File: src/rtl/idx_ea_pkg.sv
package idx_ea_pkg;
  localparam int ADDR_W = 16;
  localparam int BYTE_W = 8;

  typedef enum logic [1:0] {
    ST_IDLE  = 2'd0,
    ST_FETCH = 2'd1,
    ST_IND   = 2'd2,
    ST_DONE  = 2'd3
  } ea_state_e;

  typedef struct packed {
    logic [1:0] base;
    logic       short_f;
    logic       ind;
    logic [3:0] sub;
    logic [1:0] nofs;
    logic [3:0] cost;
    logic       bad;
    logic       wb;
  } pb_dec_t;
endpackage

File: src/rtl/idx_pb_decode.sv
module idx_pb_decode
  import idx_ea_pkg::*;
(
  input  logic [7:0] pb,
  output pb_dec_t    dec
);
  always_comb begin
    dec         = '0;
    dec.base    = pb[6:5];
    dec.short_f = ~pb[7];
    dec.ind     = pb[7] & pb[4];
    dec.sub     = pb[3:0];
    if (!pb[7]) begin
      dec.cost = 4'd1;
    end else begin
      unique case (pb[3:0])
        4'b0000: begin dec.cost = 4'd2; dec.wb = 1'b1; dec.bad = pb[4]; end
        4'b0001: begin dec.cost = 4'd3; dec.wb = 1'b1; end
        4'b0010: begin dec.cost = 4'd2; dec.wb = 1'b1; dec.bad = pb[4]; end
        4'b0011: begin dec.cost = 4'd3; dec.wb = 1'b1; end
        4'b0100: dec.cost = 4'd0;
        4'b0101, 4'b0110: dec.cost = 4'd1;
        4'b1000: begin dec.cost = 4'd1; dec.nofs = 2'd1; end
        4'b1001: begin dec.cost = 4'd4; dec.nofs = 2'd2; end
        4'b1011: dec.cost = 4'd4;
        4'b1100: begin dec.cost = 4'd1; dec.nofs = 2'd1; end
        4'b1101: begin dec.cost = 4'd1; dec.nofs = 2'd2; end
        default: dec.bad = 1'b1;
      endcase
    end
  end
endmodule

File: src/rtl/idx_addr_calc.sv
module idx_addr_calc
  import idx_ea_pkg::*;
#(
  parameter int AW = ADDR_W,
  parameter int BW = BYTE_W
) (
  input  pb_dec_t         dec,
  input  logic [4:0]      pb_lo,
  input  logic [AW-1:0]   base_val,
  input  logic [BW-1:0]   acc_a,
  input  logic [BW-1:0]   acc_b,
  input  logic [AW-1:0]   pc_next,
  input  logic [AW-1:0]   ofs,
  output logic [AW-1:0]   ea_pre,
  output logic [AW-1:0]   wb_val
);
  logic [AW-1:0] sx5, sxa, sxb, sxo;
  assign sx5 = {{(AW-5){pb_lo[4]}}, pb_lo};
  assign sxa = {{(AW-BW){acc_a[BW-1]}}, acc_a};
  assign sxb = {{(AW-BW){acc_b[BW-1]}}, acc_b};
  assign sxo = {{(AW-BW){ofs[BW-1]}}, ofs[BW-1:0]};

  always_comb begin
    ea_pre = base_val;
    wb_val = base_val;
    if (dec.short_f) begin
      ea_pre = base_val + sx5;
    end else begin
      unique case (dec.sub)
        4'b0000: wb_val = base_val + AW'(1);
        4'b0001: wb_val = base_val + AW'(2);
        4'b0010: begin ea_pre = base_val - AW'(1); wb_val = ea_pre; end
        4'b0011: begin ea_pre = base_val - AW'(2); wb_val = ea_pre; end
        4'b0101: ea_pre = base_val + sxb;
        4'b0110: ea_pre = base_val + sxa;
        4'b1000: ea_pre = base_val + sxo;
        4'b1001: ea_pre = base_val + ofs;
        4'b1011: ea_pre = base_val + {acc_a, acc_b};
        4'b1100: ea_pre = pc_next + AW'(1) + sxo;
        4'b1101: ea_pre = pc_next + AW'(2) + ofs;
        default: ea_pre = base_val;
      endcase
    end
  end
endmodule

File: src/rtl/idx_ea_unit.sv
module idx_ea_unit
  import idx_ea_pkg::*;
#(
  parameter int AW = ADDR_W,
  parameter int BW = BYTE_W
) (
  input  logic          clk,
  input  logic          rst_n,
  input  logic          start,
  input  logic [1:0]    amode,
  input  logic          in_valid,
  input  logic [BW-1:0] in_byte,
  output logic          in_ready,
  input  logic [BW-1:0] acc_a,
  input  logic [BW-1:0] acc_b,
  input  logic [BW-1:0] dpage,
  input  logic [AW-1:0] pc_next,
  input  logic [AW-1:0] ptr_x,
  input  logic [AW-1:0] ptr_y,
  input  logic [AW-1:0] ptr_u,
  input  logic [AW-1:0] ptr_s,
  output logic          mem_req,
  output logic [AW-1:0] mem_addr,
  input  logic          mem_ack,
  input  logic [AW-1:0] mem_rdata,
  output logic          done,
  output logic [AW-1:0] ea,
  output logic          wb_en,
  output logic [1:0]    wb_sel,
  output logic [AW-1:0] wb_val,
  output logic [3:0]    extra,
  output logic          illegal
);
  localparam int NPTR = 4;

  ea_state_e     st_q, st_d;
  logic [1:0]    mode_q, mode_d;
  logic [BW-1:0] pb_q, pb_d;
  logic [AW-1:0] ofs_q, ofs_d;
  logic [1:0]    got_q, got_d;
  logic [AW-1:0] ind_q, ind_d;
  logic          en_st, en_mode, en_pb, en_ofs, en_got, en_ind;

  logic [AW-1:0] ptr_arr [NPTR];
  logic [BW-1:0] pb_cur;
  pb_dec_t       dec;
  logic [AW-1:0] calc_ea;
  logic [1:0]    need;
  logic          take, last, is_idx;

  assign ptr_arr[0] = ptr_x;
  assign ptr_arr[1] = ptr_y;
  assign ptr_arr[2] = ptr_u;
  assign ptr_arr[3] = ptr_s;

  assign is_idx = mode_q[1];
  assign pb_cur = (got_q == 2'd0) ? in_byte : pb_q;

  idx_pb_decode u_dec (.pb(pb_cur), .dec(dec));

  idx_addr_calc #(.AW(AW), .BW(BW)) u_calc (
    .dec(dec), .pb_lo(pb_cur[4:0]), .base_val(ptr_arr[dec.base]),
    .acc_a(acc_a), .acc_b(acc_b), .pc_next(pc_next), .ofs(ofs_q),
    .ea_pre(calc_ea), .wb_val(wb_val)
  );

  always_comb begin
    if (is_idx) need = dec.bad ? 2'd1 : 2'(2'd1 + dec.nofs);
    else        need = mode_q[0] ? 2'd2 : 2'd1;
  end

  assign take = (st_q == ST_FETCH) && in_valid;
  assign last = take && (2'(got_q + 2'd1) == need);

  always_comb begin
    st_d = st_q;   mode_d = amode;  pb_d = in_byte;
    ofs_d = {ofs_q[AW-BW-1:0], in_byte};
    got_d = '0;    ind_d = mem_rdata;
    en_st = 1'b0;  en_mode = 1'b0;  en_pb = 1'b0;
    en_ofs = 1'b0; en_got = 1'b0;   en_ind = 1'b0;
    unique case (st_q)
      ST_IDLE: if (start) begin
        st_d = ST_FETCH; en_st = 1'b1; en_mode = 1'b1; en_got = 1'b1;
      end
      ST_FETCH: if (take) begin
        got_d  = 2'(got_q + 2'd1);
        en_got = 1'b1;
        if (is_idx && got_q == 2'd0) en_pb = 1'b1;
        else                         en_ofs = 1'b1;
        if (last) begin
          en_st = 1'b1;
          st_d  = (is_idx && dec.ind && !dec.bad) ? ST_IND : ST_DONE;
        end
      end
      ST_IND: if (mem_ack) begin
        st_d = ST_DONE; en_st = 1'b1; en_ind = 1'b1;
      end
      default: begin st_d = ST_IDLE; en_st = 1'b1; end
    endcase
  end

  always_ff @(posedge clk or negedge rst_n) begin
    if (!rst_n) begin
      st_q   <= ST_IDLE;
      mode_q <= '0;
      pb_q   <= '0;
      ofs_q  <= '0;
      got_q  <= '0;
      ind_q  <= '0;
    end else begin
      if (en_st)   st_q   <= st_d;
      if (en_mode) mode_q <= mode_d;
      if (en_pb)   pb_q   <= pb_d;
      if (en_ofs)  ofs_q  <= ofs_d;
      if (en_got)  got_q  <= got_d;
      if (en_ind)  ind_q  <= ind_d;
    end
  end

  assign in_ready = (st_q == ST_FETCH);
  assign mem_req  = (st_q == ST_IND);
  assign mem_addr = calc_ea;
  assign done     = (st_q == ST_DONE);
  assign wb_sel   = dec.base;
  assign wb_en    = done && is_idx && !dec.bad && dec.wb;
  assign illegal  = done && is_idx && dec.bad;

  always_comb begin
    if (!is_idx)      ea = mode_q[0] ? ofs_q : {dpage, ofs_q[BW-1:0]};
    else if (dec.bad) ea = '0;
    else if (dec.ind) ea = ind_q;
    else              ea = calc_ea;
    if (is_idx && !dec.bad) extra = dec.cost + (dec.ind ? 4'd3 : 4'd0);
    else                    extra = 4'd0;
  end
endmodule

File: config.mk
export PLATFORM = sky130hd
export DESIGN_NAME = idx_ea_unit
export DESIGN_NICKNAME = d
export VERILOG_FILES = /design/src/rtl/idx_ea_pkg.sv /design/src/rtl/idx_pb_decode.sv /design/src/rtl/idx_addr_calc.sv /design/src/rtl/idx_ea_unit.sv
export SDC_FILE = /design/constraint.sdc
export NUM_CORES = 1
export LEC_CHECK = 0
export ABC_CLOCK_PERIOD_IN_PS = 5200
export BUFFER_PORTS_ARGS = -buffer_cell sky130_fd_sc_hd__buf_2
export CORE_UTILIZATION = 53
export CTS_BUF_LIST = sky130_fd_sc_hd__clkbuf_16
export DETAILED_ROUTE_END_ITERATION = 12
export PLACE_DENSITY = 0.79
export SKIP_LAST_GASP = 1
export SLEW_MARGIN = 20
export SYNTH_ARGS = -nofsm -noshare
export SYNTH_HDL_FRONTEND = slang
export SYNTH_HIERARCHICAL = 1
export SYNTH_SLANG_ARGS = --single-unit
export TNS_END_PERCENT = 1
File: constraint.sdc
create_clock -name clk -period 5.2 [get_ports clk]
set_input_delay 0.52 -clock clk [delete_from_list [all_inputs] [get_ports clk]]
set_output_delay 0.52 -clock clk [all_outputs]
set_load 0.1 [all_outputs]
# After elaboration in Yosys (flattened, before gate mapping)
# Index checks and enable logic that the tools add are counted.
[totals] reg_bits=46 out_inout_bits=59 wordCells=115
[classes] n_addsub=17 magnitude_cmp=1 eq_ne=19 mux=47 n_bitwise=2 n_reduce_logical=23
[ops] cell="case mux 16 bit (9 select lines)" n=1
[ops] cell="adder 16 bit" n=8
[ops] cell="two-way mux 16 bit" n=8
[ops] cell="case mux 16 bit (4 select lines)" n=1
[ops] cell="adder 16 x 1 -> 16 bit, second input constant" n=2
[ops] cell="adder 16 x 2 -> 16 bit, second input constant" n=2
[ops] cell="binary-select mux 16 bit (select 2 bit)" n=1
[ops] cell="two-way mux 2 bit" n=12
[ops] cell="== test 4 bit, second input constant" n=5
[ops] cell="subtractor 16 x 1 -> 16 bit, second input constant" n=1
[ops] cell="subtractor 16 x 2 -> 16 bit, second input constant" n=1
[ops] cell="two-way mux 1 bit" n=15
[ops] cell="== test 4 x 3 -> 1 bit, second input constant" n=3
[ops] cell="case mux 3 bit (4 select lines)" n=1
[ops] cell="logical AND 1 bit" n=10
[ops] cell="OR reduction 10 bit" n=1
[ops] cell="OR reduction 2 bit" n=5
[ops] cell="== test 4 x 2 -> 1 bit, second input constant" n=2
[ops] cell="two-way mux 4 bit" n=2
[ops] cell="two-way mux 8 bit" n=1
[ops] cell="!= test 2 x 1 -> 1 bit, second input constant" n=3
[ops] cell="case mux 2 bit (3 select lines)" n=1
[ops] cell="AND reduction 5 bit" n=1
[ops] cell="OR reduction 5 bit" n=1
[ops] cell="other kinds (18)" n=21

# Longest topological paths before layout
[logic_depth] depth_word=15 ltp_mapped=23 ltp_nobuf=20

# Hierarchy
# The synthesis kept the hierarchy.
[modules_own_cells] mod="idx_addr_calc" instances=1 cells_each=767 area_per_inst_um2=5227.5 seq_area_each_um2=0.0
[modules_own_cells] mod="idx_ea_unit" instances=1 cells_each=239 area_per_inst_um2=2910.3 seq_area_each_um2=1151.1
[modules_own_cells] mod="idx_pb_decode" instances=1 cells_each=27 area_per_inst_um2=177.7 seq_area_each_um2=0.0

# Least setup slack after synthesis
# No wires, ideal clock.
[synth_timing] path_type="reg2out" start="register got_q[0]" end="output port ea[8]" t_arrival_ns=7.846 required_time_ns=4.680 slack_ns=-3.166 stages_incl_launch_ff=21 n_path_buf=4 cell_sequence="dfrtp_1 inv_1 ha_1 buf_2 mux2_2 buf_4 buf_2 mux4_2 clkbuf_1 inv_1 fa_1 nor2b_1 o21ai_0 a21boi_0 o21a_1 o21a_1 o21a_1 o21a_1 o31ai_1 mux2i_1 o22ai_1"
[synth_via] elab_chain_len=12 elab_cells_between_ends=36 classes_between="8 x add/sub; 11 x eq/ne; 11 x mux; 2 x bitwise; 4 x reduce/logical"
[synth_lines] element="from (decl)" line="idx_ea_unit.sv:40" rtl="logic [1:0] got_q, got_d;"
[synth_lines] element="from (signal assigned)" line="idx_ea_unit.sv:115" rtl="if (en_got) got_q <= got_d;"
[synth_lines] element="zero test 2 bit *" line="idx_ea_unit.sv:57" rtl="assign pb_cur = (got_q == 2'd0) ? in_byte : pb_q;"
[synth_lines] element="two-way mux 8 bit *" line="idx_ea_unit.sv:57"
[synth_lines] element="net pb_cur[5]" line="idx_ea_unit.sv:45" rtl="logic [BW-1:0] pb_cur;"
[synth_lines] element="NOT 2 -> 3 bit (implied by the code) *" line="idx_ea_unit.sv:62" rtl=".dec(dec), .pb_lo(pb_cur[4:0]), .base_val(ptr_arr[dec.base]),"
[synth_lines] element="binary-select mux 16 bit (select 2 bit) *" line="idx_ea_unit.sv:62"
[synth_lines] element="two-way mux 16 bit (implied by the code) * (2 in a row)" line="idx_ea_unit.sv:62"
[synth_lines] element="adder 16 bit (tied with other cells)" line="idx_addr_calc.sv:38" rtl="4'b1011: ea_pre = base_val + {acc_a, acc_b};"
[synth_lines] element="case mux 16 bit (9 select lines)" line="idx_addr_calc.sv:29" rtl="unique case (dec.sub)"
[synth_lines] element="two-way mux 16 bit *" line="idx_addr_calc.sv:26" rtl="if (dec.short_f) begin"
[synth_lines] element="net mem_addr[8]" line="idx_ea_unit.sv:23" rtl="output logic [AW-1:0] mem_addr,"
[synth_lines] element="two-way mux 16 bit *" line="idx_ea_unit.sv:131" rtl="else if (dec.ind) ea = ind_q;"
[synth_lines] element="two-way mux 16 bit *" line="idx_ea_unit.sv:130" rtl="else if (dec.bad) ea = '0;"
[synth_lines] element="two-way mux 16 bit *" line="idx_ea_unit.sv:129" rtl="if (!is_idx) ea = mode_q[0] ? ofs_q : {dpage, ofs_q[BW-1:0]};"
[synth_lines] element="to (decl)" line="idx_ea_unit.sv:27" rtl="output logic [AW-1:0] ea,"
# The timed path passes the listed nets; every way through them passes the cells marked *. The select of a mux whose other input is x is not followed.

# Worst setup path after layout
[layout_timing] start="register got_q[0]" end="output port ea[13]"
[layout_via] elab_cells_between_ends=36 classes_between="8 x add/sub; 11 x eq/ne; 11 x mux; 2 x bitwise; 4 x reduce/logical"
[layout_lines] element="zero test 2 bit *" line="idx_ea_unit.sv:57"
[layout_lines] element="two-way mux 8 bit *" line="idx_ea_unit.sv:57"
[layout_lines] element="net pb_cur[0]" line="idx_ea_unit.sv:45"
[layout_lines] element="branches (longest 4 deep; another with adder 16 bit)"
[layout_lines] element="two-way mux 16 bit *" line="idx_ea_unit.sv:130"
[layout_lines] element="two-way mux 16 bit *" line="idx_ea_unit.sv:129"
# Mark *: on every way through the listed nets, which the timed path passes. The select of a mux whose other input is x is not followed.

==> impl_metrics.json <==
{
  "status": "finished, final reports clean",
  "vias": 9298,
  "period_share": 0.992,
  "fp.dieH_um": 127,
  "fmax_ghz": 0.194,
  "setup_viol_count_final": 0,
  "syn-instance-count": 1033,
  "dr.pass1.iters": 7,
  "yosysWarnings": 6,
  "startpoint_type": "register",
  "ios": 194,
  "finalWirelength_um": 28800,
  "synth.avg_cell_area_sq_um": 8.05,
  "hp-class": "primary input to asynchronous set/reset pin",
  "cts_tree": "built",
  "final_cells": 1456,
  "die_w_um": 127,
  "initial_core_util": 0.545,
  "required_ns": 4.68,
  "clk_path_buf_depth": 2,
  "synth_cell_types": 85,
  "drv_cap": 0,
  "crit_arrival_ns": 4.64,
  "synth_area_sq_um": 8320,
  "worst_pin_slew_ns": 0.802,
  "fin_worst_skew_ns": 0.00713,
  "synth_edf_count": 0,
  "routedWlPerCell_um": 19.8,
  "holdBufCountCts": 0,
  "syn_to_final_growth_pct": 29.6,
  "placed_cells": 1434,
  "hold_violations": 0,
  "htreeDepth": 2,
  "rsz0062_at_grt": "yes",
  "dp_hpwl_um": 22900,
  "ys_seq_area_frac": 0.138,
  "ys_ff_latch": 46,
  "synth_area_leader_cell": "dfrtp_1",
  "grt_overflow": 0,
  "drt_iter0_drc": 1032,
  "critical_path_class": "register to output pin",
  "grt_pass1_wl_um": 43900,
  "crit_fanout": 8,
  "clk_pin_slew_ns": 0.06,
  "drv_slew": 0,
  "nets": 1471,
  "grt_pass1_vias": 8578,
  "portBuffers": 193,
  "dp_slack_ns": 0.0134,
  "rows": 45,
  "cts_sinks": 46,
  "synth_top_area_share": 0.138,
  "antenna_cells": 0,
  "finalSetupTns_ns": 0,
  "die_area_sq_um": 16200,
  "critPathLaunch": "got_q[0]",
  "place.gp.congestion": 0.988,
  "cp-end-kind": "output pin",
  "clk_latency_ns": 0.29,
  "regToRegStartpoint": "got_q[0]",
  "setup_ws_ns": 0.0408,
  "final_core_util": 0.706,
  "finalCriticalPeriod_ns": 5.16,
  "drive_gt1_frac": 0.346,
  "viasPerCell": 6.39,
  "drtAntennaViolNets": 0,
  "cts_buffers": 5,
  "synthTopCellsByArea": "dfrtp_1 (14%), ha_1 (12%), mux2_2 (6.0%)",
  "core_sq_um": 15300,
  "synth_nets": 1260,
  "max_slew_margin": 0.451,
  "antenna_found_initial": 0,
  "synthArstFlopShare": 1.00,
  "grt.total_usage": 0.345,
  "grt_max_degree": 47,
  "remaining_drc_errors": 0,
  "cts_root_buf": "clkbuf_16",
  "synth-main-ff-cell": "dfrtp_1"
}
[timing repair]
action | in CTS | in global routing
cloned | 0 | 1
setup buffers | 3 | 10
setup endpoints to repair | 11 | 12
pin swaps | 6 | 18
resized for setup | 14 | 38
[area by class of cell]
cell class / count / area [sq um]
clock buffers: 5 / 125
repair buffers: 265 / 1820
multi-input cells: 882 / 7240
well taps: 211 / 264
inverters: 44 / 165
clock inverters: 3 / 17.5
fillers: 1239 / 4480
flip-flops and latches: 46 / 1150
[cells by family after synthesis]
group,synth area share
compound gates,0.264
flops,0.138
mux,0.144
xor+xnor,0.0621
other cells,0.000451
buf+inv,0.0564
simple gates,0.187
fa+ha+maj,0.147
[registers in the layout, indices dropped and copies added (netlist names)]
signal,count
got_q,2
ind_q,16
mode_q,2
ofs_q,16
pb_q,8
st_q,2
[synth_stat cells (7+ instances only)]
| library cell | n |
|---|---|
| a22oi_1 | 17 |
| nor2b_1 | 15 |
| a21o_1 | 22 |
| nor2_1 | 59 |
| a221oi_1 | 7 |
| xnor2_1 | 36 |
| nand2_1 | 98 |
| fa_1 | 10 |
| nor3_1 | 29 |
| o22ai_1 | 25 |
| o21bai_1 | 9 |
| and3_1 | 18 |
| o21a_1 | 11 |
| mux2_2 | 44 |
| buf_2 | 21 |
| and2_1 | 8 |
| nand2b_1 | 10 |
| buf_4 | 8 |
| a211oi_1 | 10 |
| ha_1 | 82 |
| o211ai_1 | 8 |
| a21oi_1 | 66 |
| clkbuf_1 | 29 |
| o31ai_1 | 9 |
| a31oi_1 | 16 |
| o21ai_0 | 70 |
| xor2_1 | 23 |
| mux4_2 | 16 |
| inv_1 | 44 |
| nand3_1 | 26 |
| mux2i_1 | 32 |
| dfrtp_1 | 46 |
[critical path, stage by stage, from the launching register on]
cell and delay (ns):
dfrtp_1 0.41, inv_2 0.09, ha_4 0.22, mux2_4 0.32, and4bb_4 0.40, nor2_4 0.07, buf_4 0.16, nand2_1 0.08
nand2_1 0.08, ha_1 0.36, o21ai_0 0.22, o21bai_2 0.12, o211ai_1 0.30, nand2_1 0.10, a21o_1 0.23, a31oi_1 0.23
o221ai_1 0.16, a22o_2 0.30, mux2i_2 0.22, o22ai_4 0.10, buf_12 0.19
[path summary, 6_finish.rpt]
| kind | endpoint | slack, ns | cells after the start |
|---|---|---|---|
| min | mode_q[1] | 0.23 | 1 |
| max reg2reg | st_q[0] | 1.79 | 11 |
| min in group clk | mode_q[0] | 0.46 | 2 |
| min reg2reg | ind_q[1] | 0.51 | 1 |
| max in group asynchronous | ind_q[11] | 4.57 | 1 |
| max | ea[13] | 0.04 | 20 |
[layout by cell type (no fill, tap or decap), types with 6 or more instances in the layout]
cell / synthesis / routed
o22ai_2: 0 / 9
nand2_1: 98 / 98
buf_12: 0 / 19
xor2_1: 23 / 23
o211ai_1: 8 / 8
a22oi_1: 17 / 17
xnor2_1: 36 / 36
nand3_1: 26 / 26
o21a_1: 11 / 11
buf_4: 8 / 69
nor2_1: 59 / 59
o21ai_0: 70 / 60
o21bai_1: 9 / 8
a21oi_1: 66 / 54
o21ai_1: 1 / 6
mux2i_2: 0 / 6
o22ai_1: 25 / 8
and3_1: 18 / 18
a21oi_2: 1 / 12
nand2b_1: 10 / 10
o22ai_4: 0 / 8
a211oi_1: 10 / 9
nor2b_1: 15 / 14
mux2i_1: 32 / 26
dfrtp_1: 46 / 46
ha_1: 82 / 77
nor3_1: 29 / 28
buf_2: 21 / 172
a21o_1: 22 / 22
mux2_2: 44 / 40
fa_1: 10 / 9
a31oi_1: 16 / 14
inv_1: 44 / 41
mux4_2: 16 / 16
and2_1: 8 / 7
[layer usage]
layer,part of all wire,track usage,vias to the layer above
met5,0,0,-
met4,0.039,0.133,0
met3,0.090,0.0448,80
met2,0.46,0.572,531
met1,0.41,0.456,4377
li1,-,-,4310
[through the flow]
| step | hold slack [ns] | cell area, sq um |
|---|---|---|
| after CTS | 0.443 | 10500 |
| after global placement | 0.484 | 10300 |
| after floorplan | 0.224 | 8680 |
| after global routing | 0.287 | 10800 |
| final | 0.233 | 10800 |
| after detailed placement | 0.488 | 10300 |
Power is left out: the tool's default activity adds up to more than one toggle a clock period on the data nets, which glitch-free logic cannot reach.
